==> src/rtl/puf_pkg.sv <==
package puf_pkg;
  localparam int unsigned DEF_DATA_W = 10;
endpackage

==> src/rtl/puf_accept_gate.sv <==
module puf_accept_gate (
  input  logic latch_i,
  input  logic primed_i,
  input  logic sample_lsb_i,
  input  logic held_lsb_i,
  output logic accept_o
);
  logic parity_match;

  always_comb begin
    parity_match = ~(sample_lsb_i ^ held_lsb_i);
    accept_o     = latch_i & (~primed_i | parity_match);
  end
endmodule

==> src/rtl/puf_hold_reg.sv <==
module puf_hold_reg #(
  parameter int unsigned DATA_W = puf_pkg::DEF_DATA_W
) (
  input  logic              clk_i,
  input  logic              rst_ni,
  input  logic              load_i,
  input  logic [DATA_W-1:0] d_i,
  output logic [DATA_W-1:0] q_o
);
  always_ff @(posedge clk_i or negedge rst_ni) begin
    if (!rst_ni)     q_o <= '0;
    else if (load_i) q_o <= d_i;
  end
endmodule

==> src/rtl/puf_prime_flag.sv <==
module puf_prime_flag (
  input  logic clk_i,
  input  logic rst_ni,
  input  logic set_i,
  output logic flag_o
);
  always_ff @(posedge clk_i or negedge rst_ni) begin
    if (!rst_ni)    flag_o <= 1'b0;
    else if (set_i) flag_o <= 1'b1;
  end

  AST_FLAG_STICKY: assert property (@(posedge clk_i) disable iff (!rst_ni)
    flag_o |=> flag_o);
endmodule

==> src/rtl/parity_update_filter.sv <==
module parity_update_filter #(
  parameter int unsigned DATA_W = puf_pkg::DEF_DATA_W
) (
  input  logic              clk_i,
  input  logic              rst_ni,
  input  logic [DATA_W-1:0] sample_i,
  input  logic              latch_i,
  output logic [DATA_W-1:0] held_o,
  output logic              primed_o
);
  logic accept;

  puf_accept_gate u_gate (
    .latch_i      (latch_i),
    .primed_i     (primed_o),
    .sample_lsb_i (sample_i[0]),
    .held_lsb_i   (held_o[0]),
    .accept_o     (accept)
  );

  puf_hold_reg #(.DATA_W(DATA_W)) u_hold (
    .clk_i  (clk_i),
    .rst_ni (rst_ni),
    .load_i (accept),
    .d_i    (sample_i),
    .q_o    (held_o)
  );

  // first acceptance primes the filter
  puf_prime_flag u_prime (
    .clk_i  (clk_i),
    .rst_ni (rst_ni),
    .set_i  (accept),
    .flag_o (primed_o)
  );

  AST_FIRST_LOAD: assert property (@(posedge clk_i) disable iff (!rst_ni)
    (latch_i && !primed_o) |=> (primed_o && held_o == $past(sample_i)));

  AST_EVEN_LOAD: assert property (@(posedge clk_i) disable iff (!rst_ni)
    (latch_i && primed_o && sample_i[0] == held_o[0]) |=> (held_o == $past(sample_i)));

  AST_ODD_REJECT: assert property (@(posedge clk_i) disable iff (!rst_ni)
    (latch_i && primed_o && sample_i[0] != held_o[0]) |=> $stable(held_o));

  AST_IDLE_HOLD: assert property (@(posedge clk_i) disable iff (!rst_ni)
    !latch_i |=> ($stable(held_o) && $stable(primed_o)));
endmodule

==> config.mk <==
export PLATFORM = sky130hd
export DESIGN_NAME = parity_update_filter
export DESIGN_NICKNAME = d
export VERILOG_FILES = /design/src/rtl/puf_pkg.sv /design/src/rtl/puf_accept_gate.sv /design/src/rtl/puf_hold_reg.sv /design/src/rtl/puf_prime_flag.sv /design/src/rtl/parity_update_filter.sv
export SDC_FILE = /design/constraint.sdc
export NUM_CORES = 1
export LEC_CHECK = 0
export BUFFER_PORTS_ARGS = -buffer_cell sky130_fd_sc_hd__buf_2
export CORE_AREA = 2 2 39 41
export DETAILED_ROUTE_END_ITERATION = 16
export DIE_AREA = 0 0 41 43
export PLACE_DENSITY = 0.63
export SETUP_SLACK_MARGIN = 0.5
export SLEW_MARGIN = 20
export SYNTH_ARGS = -nofsm -noshare
export SYNTH_HDL_FRONTEND = slang
export SYNTH_SLANG_ARGS = --single-unit
export TNS_END_PERCENT = 30
==> constraint.sdc <==
create_clock -name clk_i -period 1.44 [get_ports clk_i]
set_clock_uncertainty 0.15 [all_clocks]
set_input_delay 0.216 -clock clk_i [delete_from_list [all_inputs] [get_ports clk_i]]
set_output_delay 0.216 -clock clk_i [all_outputs]
set_load 0.01 [all_outputs]
==> qor.csv, run 1 <==
metric,value,unit
Period minus WS final,1.45,ns
sequential element share of the synthesized area,0.632,
family with the most delay on the worst path,flip-flops,
overflow left after global routing,0,
detail-routed via count per cell,4.33,
crit start category,flop,
start-to-end type of the worst setup path,flop to flop,
CP Capture Type,flop,
Global Route Usage Sum,0.114,
launch point of the worst hold path,sample_i[7],
height of the die,43,um
number of synthesized register bits,11,
Die ar.,1760,sq um
iteration-0 DRC count of the detailed router,4,
average cell area after synthesis,16.7,sq um
kind of path behind the tightest hold check,primary input to flop,
largest net degree at the start of global routing,12,
core region area,1380,sq um
Tcrit/Tclk final,1.01,
share of post-route cells with drive strength above 1,0.768,
total area of multi-input combinational cells,196,sq um
source of the critical timing path,u_hold.q_o[0],
DIE WIDTH,41,um
Unique masters post-synth,7,
iteration count of the initial detailed-routing pass,2,
antenna violations before repair,0,
setup slack of the critical path after layout,-0.0150,ns
cell with the most instances after synthesis,dfrtp_1,
cell count after synthesis,26,
worst slack on hold paths,0.0326,ns
final-layout fill cell count,132,
fraction of registers with async set or reset after synthesis,1.00,
final HPWL from detailed placement,640,um
dominant cell type by area after synthesis,dfrtp_1,
cell area after technology mapping,435,sq um
area of placed instances,578,sq um
count of final hold-check violations,0,
Rows,14,
initial cell density of the core,0.315,
"Net count, final",70,
number of maximum-capacitance constraint violations,0,
failing checks,setup timing,
maximum level of the CTS H-tree,1,
Routed Wire Length,868,um
cell area power density,1320,nW/um^2
routed vias,312,
Slew headroom,0.833,
leakage power,0.346,nW
"Req. time, crit path",1.43,ns
Reg area,277,sq um
post-route setup TNS,-0.0477,ns
"Area growth, synth to finish",56.3,%
number of global-route vias before repair,307,
reg-to-reg startpoint,u_hold.q_o[0],
share of Yosys cell area claimed by the top area cell type,0.632,
# IOs,24,
Worst Path Max Fanout,5,
placer's final routability congestion estimate,0.566,
net count of the mapped netlist,39,
clock tree root driver cell,clkbuf_4,
worst endpoint data arrival time,1.45,ns
count of port buffers added during placement,23,
number of setup violations in the final report,6,
achievable clock frequency,687,MHz
most frequently used flop master after synthesis,dfrtp_1,
leading cell types by total area after synthesis,"dfrtp_1, mux2_2, a21boi_4",
total number of yosys warnings,0,
delay of the slowest cell on the worst path,0.41,ns
top cell types by occurrence after synthesis,"dfrtp_1, mux2_2",
average wire per standard cell,12.1,um
Post-DRT Antenna Nets,0,
global-route wire length before repair,1.32,mm
Worst IR Drop VDD,0.630,mV
ordered cell list for the critical path,xor2_2 > a21boi_4 > buf_6 > mux2_4,
clk buf depth,2,
Clock Sink Count,11,
final count of pins violating max slew,0,
fin area,681,sq um
standard cell with the maximum stage delay on the critical path,dfrtp_1,
outcome,"complete, but fails checks",
slew of the pin with the lowest slew margin,0.250,ns
setup repair after global routing missed its margin,yes,
clock tree from TritonCTS,built,
drc violations,0,
buffers and inverters on the worst path,1,
later-pin clock latency in the skew report,0.25,ns
Post-synth EDFFs,0,
TritonCTS Buffers,3,
number of diodes added for antenna fixing,0,
Clock Pin Slew Worst Setup and Hold Paths,0.07,ns
## power by group
group	leakage (nW)	switching, W	internal [W]
Combinational	0.205	0.000110	0.000175
Clock	0.0150	0.0000951	0.000107
Sequential	0.126	0.0000365	0.000377
## through the flow
stage | utilization | setup WS, ns | power [W] | instances
after floorplan | - | -0.00426 | 0.000538 | 26
after global placement | 0.418 | -0.00699 | 0.000642 | 66
after detailed placement | 0.418 | -0.0324 | 0.000646 | 66
after CTS | 0.481 | -0.0393 | 0.000912 | 71
after global routing | 0.492 | -0.0750 | 0.000959 | 72
final | 0.492 | -0.0150 | 0.000901 | 72
## per-layer routing
layer | global-route usage | part of all wire | up-vias
li1 | - | - | 146
met1 | 0.151 | 0.44 | 153
met2 | 0.156 | 0.48 | 13
met3 | 0.0419 | 0.075 | 0
met4 | 0.0600 | 0 | 0
met5 | 0 | 0 | -
## final cells by class
cell class              instances  share of cell area
flip-flops and latches         11               0.406
multi-input cells              14               0.289
repair buffers                 27               0.237
clock buffers                   4              0.0386
well taps                      16              0.0294
## cells by family after synthesis
logic type | count (synthesis) | share of synthesized area
xor+xnor | 1 | 0.0201
flops | 11 | 0.632
mux | 10 | 0.259
buf+inv | 1 | 0.0172
compound gates | 1 | 0.0431
simple gates | 2 | 0.0288
## final timing paths
check                                 endpoint  slack (ns)  depth (start not counted)
worst max-delay path             u_hold.q_o[2]       -0.01                          4
worst min-delay path             u_hold.q_o[7]        0.03                          2
worst max register to register   u_hold.q_o[2]       -0.01                          4
worst min register to register   u_hold.q_o[7]        0.36                          1
max in group asynchronous       u_prime.flag_o        0.72                          2
min in group asynchronous        u_hold.q_o[7]        0.20                          2
## sequential cells by signal, summed over array words and instances (netlist names)
name and count:
u_prime.flag_o 1, u_hold.q_o 10
## timing repair
item                       CTS  global route
setup endpoints to repair   22            22
buffers inserted             0             1
cloned                       0             0
pin swaps                    3             1
hold endpoints to repair    11             0
gates resized for setup     13             2
hold buffers                 1             0
## placed cells by master (no fill, tap or decap), drive strengths merged
cell	instances
a21boi	1
buf	26
clkbuf	4
dfrtp	11
dlygate4sd3	1
mux2	10
nor2b	1
or2	1
xor2	1
Note: power is estimated with default switching activity, not from simulation.
==> run 2: changes to the inputs <==
--- a/config.mk
+++ b/config.mk
@@ -9,7 +9,7 @@
 export CORE_AREA = 2 2 39 41
 export DETAILED_ROUTE_END_ITERATION = 16
 export DIE_AREA = 0 0 41 43
-export PLACE_DENSITY = 0.63
+export PLACE_DENSITY_LB_ADDON = 0.1
 export SETUP_SLACK_MARGIN = 0.5
 export SLEW_MARGIN = 20
 export SYNTH_ARGS = -nofsm -noshare
==> constraint.sdc (replaced) <==
create_clock -name clk_i -period 1.44 [get_ports clk_i]
set_clock_uncertainty 0.15 [all_clocks]
set_input_delay 0.072 -clock clk_i [delete_from_list [all_inputs] [get_ports clk_i]]
set_output_delay 0.072 -clock clk_i [all_outputs]
set_load 0.01 [all_outputs]
==> qor.csv, run 2 (synthesized netlist as in run 1, its figures left out) <==
metric,value,unit
Worst IR Drop VDD,0.638,mV
depth of the most critical reg-to-reg path,4,
iteration-0 DRC count of the detailed router,0,
RR Endpoint,u_hold.q_o[9],
later-pin clock latency in the skew report,0.26,ns
maximum level of the CTS H-tree,1,
standard cell with the maximum stage delay on the critical path,dfrtp_1,
share of post-route cells with drive strength above 1,0.764,
number of global-route vias before repair,322,
Global Route Usage Sum,0.118,
setup slack of the critical path after layout,-0.0489,ns
setup repair after global routing missed its margin,yes,
detail-routed via count per cell,4.42,
worst slack on hold paths,-0.106,ns
iteration count of the initial detailed-routing pass,1,
number of maximum-capacitance constraint violations,0,
count of final hold-check violations,11,
final-layout fill cell count,133,
final count of pins violating max slew,0,
achievable clock frequency,672,MHz
"Area growth, synth to finish",47.7,%
failing checks,"hold timing, setup timing",
leakage power,0.309,nW
overflow left after global routing,0,
clock tree root driver cell,clkbuf_4,
delay of the slowest cell on the worst path,0.39,ns
antenna violations before repair,0,
ordered cell list for the critical path,xor2_1 > a21boi_4 > buf_12 > mux2_2,
Routed Wire Length,883,um
power consumption,0.000857,W
CP Capture Type,flop,
"leading cell type in the layout, fill and taps excluded",buf_2,
Clock Sink Count,11,
drc violations,0,
Period minus WS final,1.49,ns
initial cell density of the core,0.315,
family with the most delay on the worst path,flip-flops,
number of setup violations in the final report,9,
most used cells in the layout excluding fill and tap cells,"buf_2, dfrtp_1, mux2_2, clkbuf_4",
Rows,14,
Tcrit/Tclk final,1.03,
Clock Pin Slew Worst Setup and Hold Paths,0.07,ns
Min-Delay Path Depth,2,
clk buf depth,2,
core region area,1380,sq um
DIE WIDTH,41,um
buffers and inverters on the worst path,1,
number of buffers inserted for hold repair after clock tree synthesis,1,
number of diodes added for antenna fixing,0,
largest registers,"u_hold.q_o x10, u_prime.flag_o x1",
routed vias,314,
largest net degree at the start of global routing,12,
outcome,"complete, but fails checks",
slew of the pin with the lowest slew margin,0.254,ns
register ranked first by flip-flop count,u_hold.q_o,
end of the worst hold path,u_hold.q_o[2],
"Req. time, crit path",1.43,ns
crit start category,flop,
global-route wire length before repair,1.32,mm
height of the die,43,um
share of the core filled with cells,0.465,
count of port buffers added during placement,23,
worst endpoint data arrival time,1.48,ns
Worst Path Max Fanout,9,
register-to-register setup slack,-0.05,ns
cell area power density,1330,nW/um^2
launch point of the worst hold path,sample_i[2],
kind of path behind the tightest hold check,primary input to flop,
start-to-end type of the worst setup path,flop to flop,
clock tree from TritonCTS,built,
reg-to-reg startpoint,u_hold.q_o[0],
number of flip-flops in the largest register,10,
depth of the critical timing path with buffers and inverters included,4,
Slew headroom,0.830,
# IOs,24,
"Net count, final",69,
TritonCTS Buffers,3,
pre-CTS worst setup slack,-0.0667,ns
average wire per standard cell,12.4,um
placer's final routability congestion estimate,0.571,
Die ar.,1760,sq um
Post-DRT Antenna Nets,0,
-- run 2: cell types whose count changed in the layout (fill, tap and decap cells not counted), sizes merged --
cell | previous run | this run
buf | 26 | 25
-- run 2: repair_timing --
action | in CTS | in global routing
pin swaps | 1 | 0
setup endpoints to repair | 22 | 22
setup buffers | 1 | 0
endpoints found under the hold margin | 22 | 11
resized for setup | 4 | 1
-- run 2: metal layers --
metal	global-route usage	vias up	share of wire
met1	0.108	153	0.39
li1	-	147	-
met2	0.206	14	0.55
met4	0.0400	0	0
met3	0.0628	0	0.065
met5	0	-	0
-- run 2: worst reg2reg max path, cell delays in order, from the launching register on --
cell and delay [ns]:
dfrtp_1 0.39, xor2_1 0.19, a21boi_4 0.16, buf_12 0.14, mux2_2 0.34
-- run 2: how the worst max path moves through the flow --
stage,start,end,slack (ns)
2_1_floorplan,u_hold.q_o[0],u_hold.q_o[1],-0.004
5_1_grt,u_hold.q_o[0],u_hold.q_o[1],-0.08
6_report,u_hold.q_o[0],u_hold.q_o[9],-0.05
4_1_cts,u_hold.q_o[0],u_hold.q_o[9],-0.06
3_5_place_dp,u_hold.q_o[0],u_hold.q_o[9],-0.07
3_3_place_gp,u_hold.q_o[0],u_hold.q_o[7],-0.01
-- run 2: final cells by class --
type | count | area, sq um | share of cell area
flip-flops and latches | 11 | 277 | 0.430
multi-input cells | 14 | 161 | 0.251
clock buffers | 4 | 26.3 | 0.0409
repair buffers | 26 | 159 | 0.247
well taps | 16 | 20.0 | 0.0311
-- run 2: per-stage QoR --
stage | TNS, ns | area (sq um) | std cells
after floorplan | -0.0383 | 435 | 26
after global placement | -0.0900 | 583 | 65
after detailed placement | -0.482 | 583 | 65
after CTS | -0.436 | 641 | 71
after global routing | -0.665 | 643 | 71
final | -0.313 | 643 | 71
-- run 2: power breakdown --
group	leakage, nW	switching [W]	internal (W)
logic	0.168	0.000107	0.000143
clock network	0.0150	0.0000934	0.000107
registers	0.126	0.0000294	0.000377
total	0.309	0.000230	0.000627
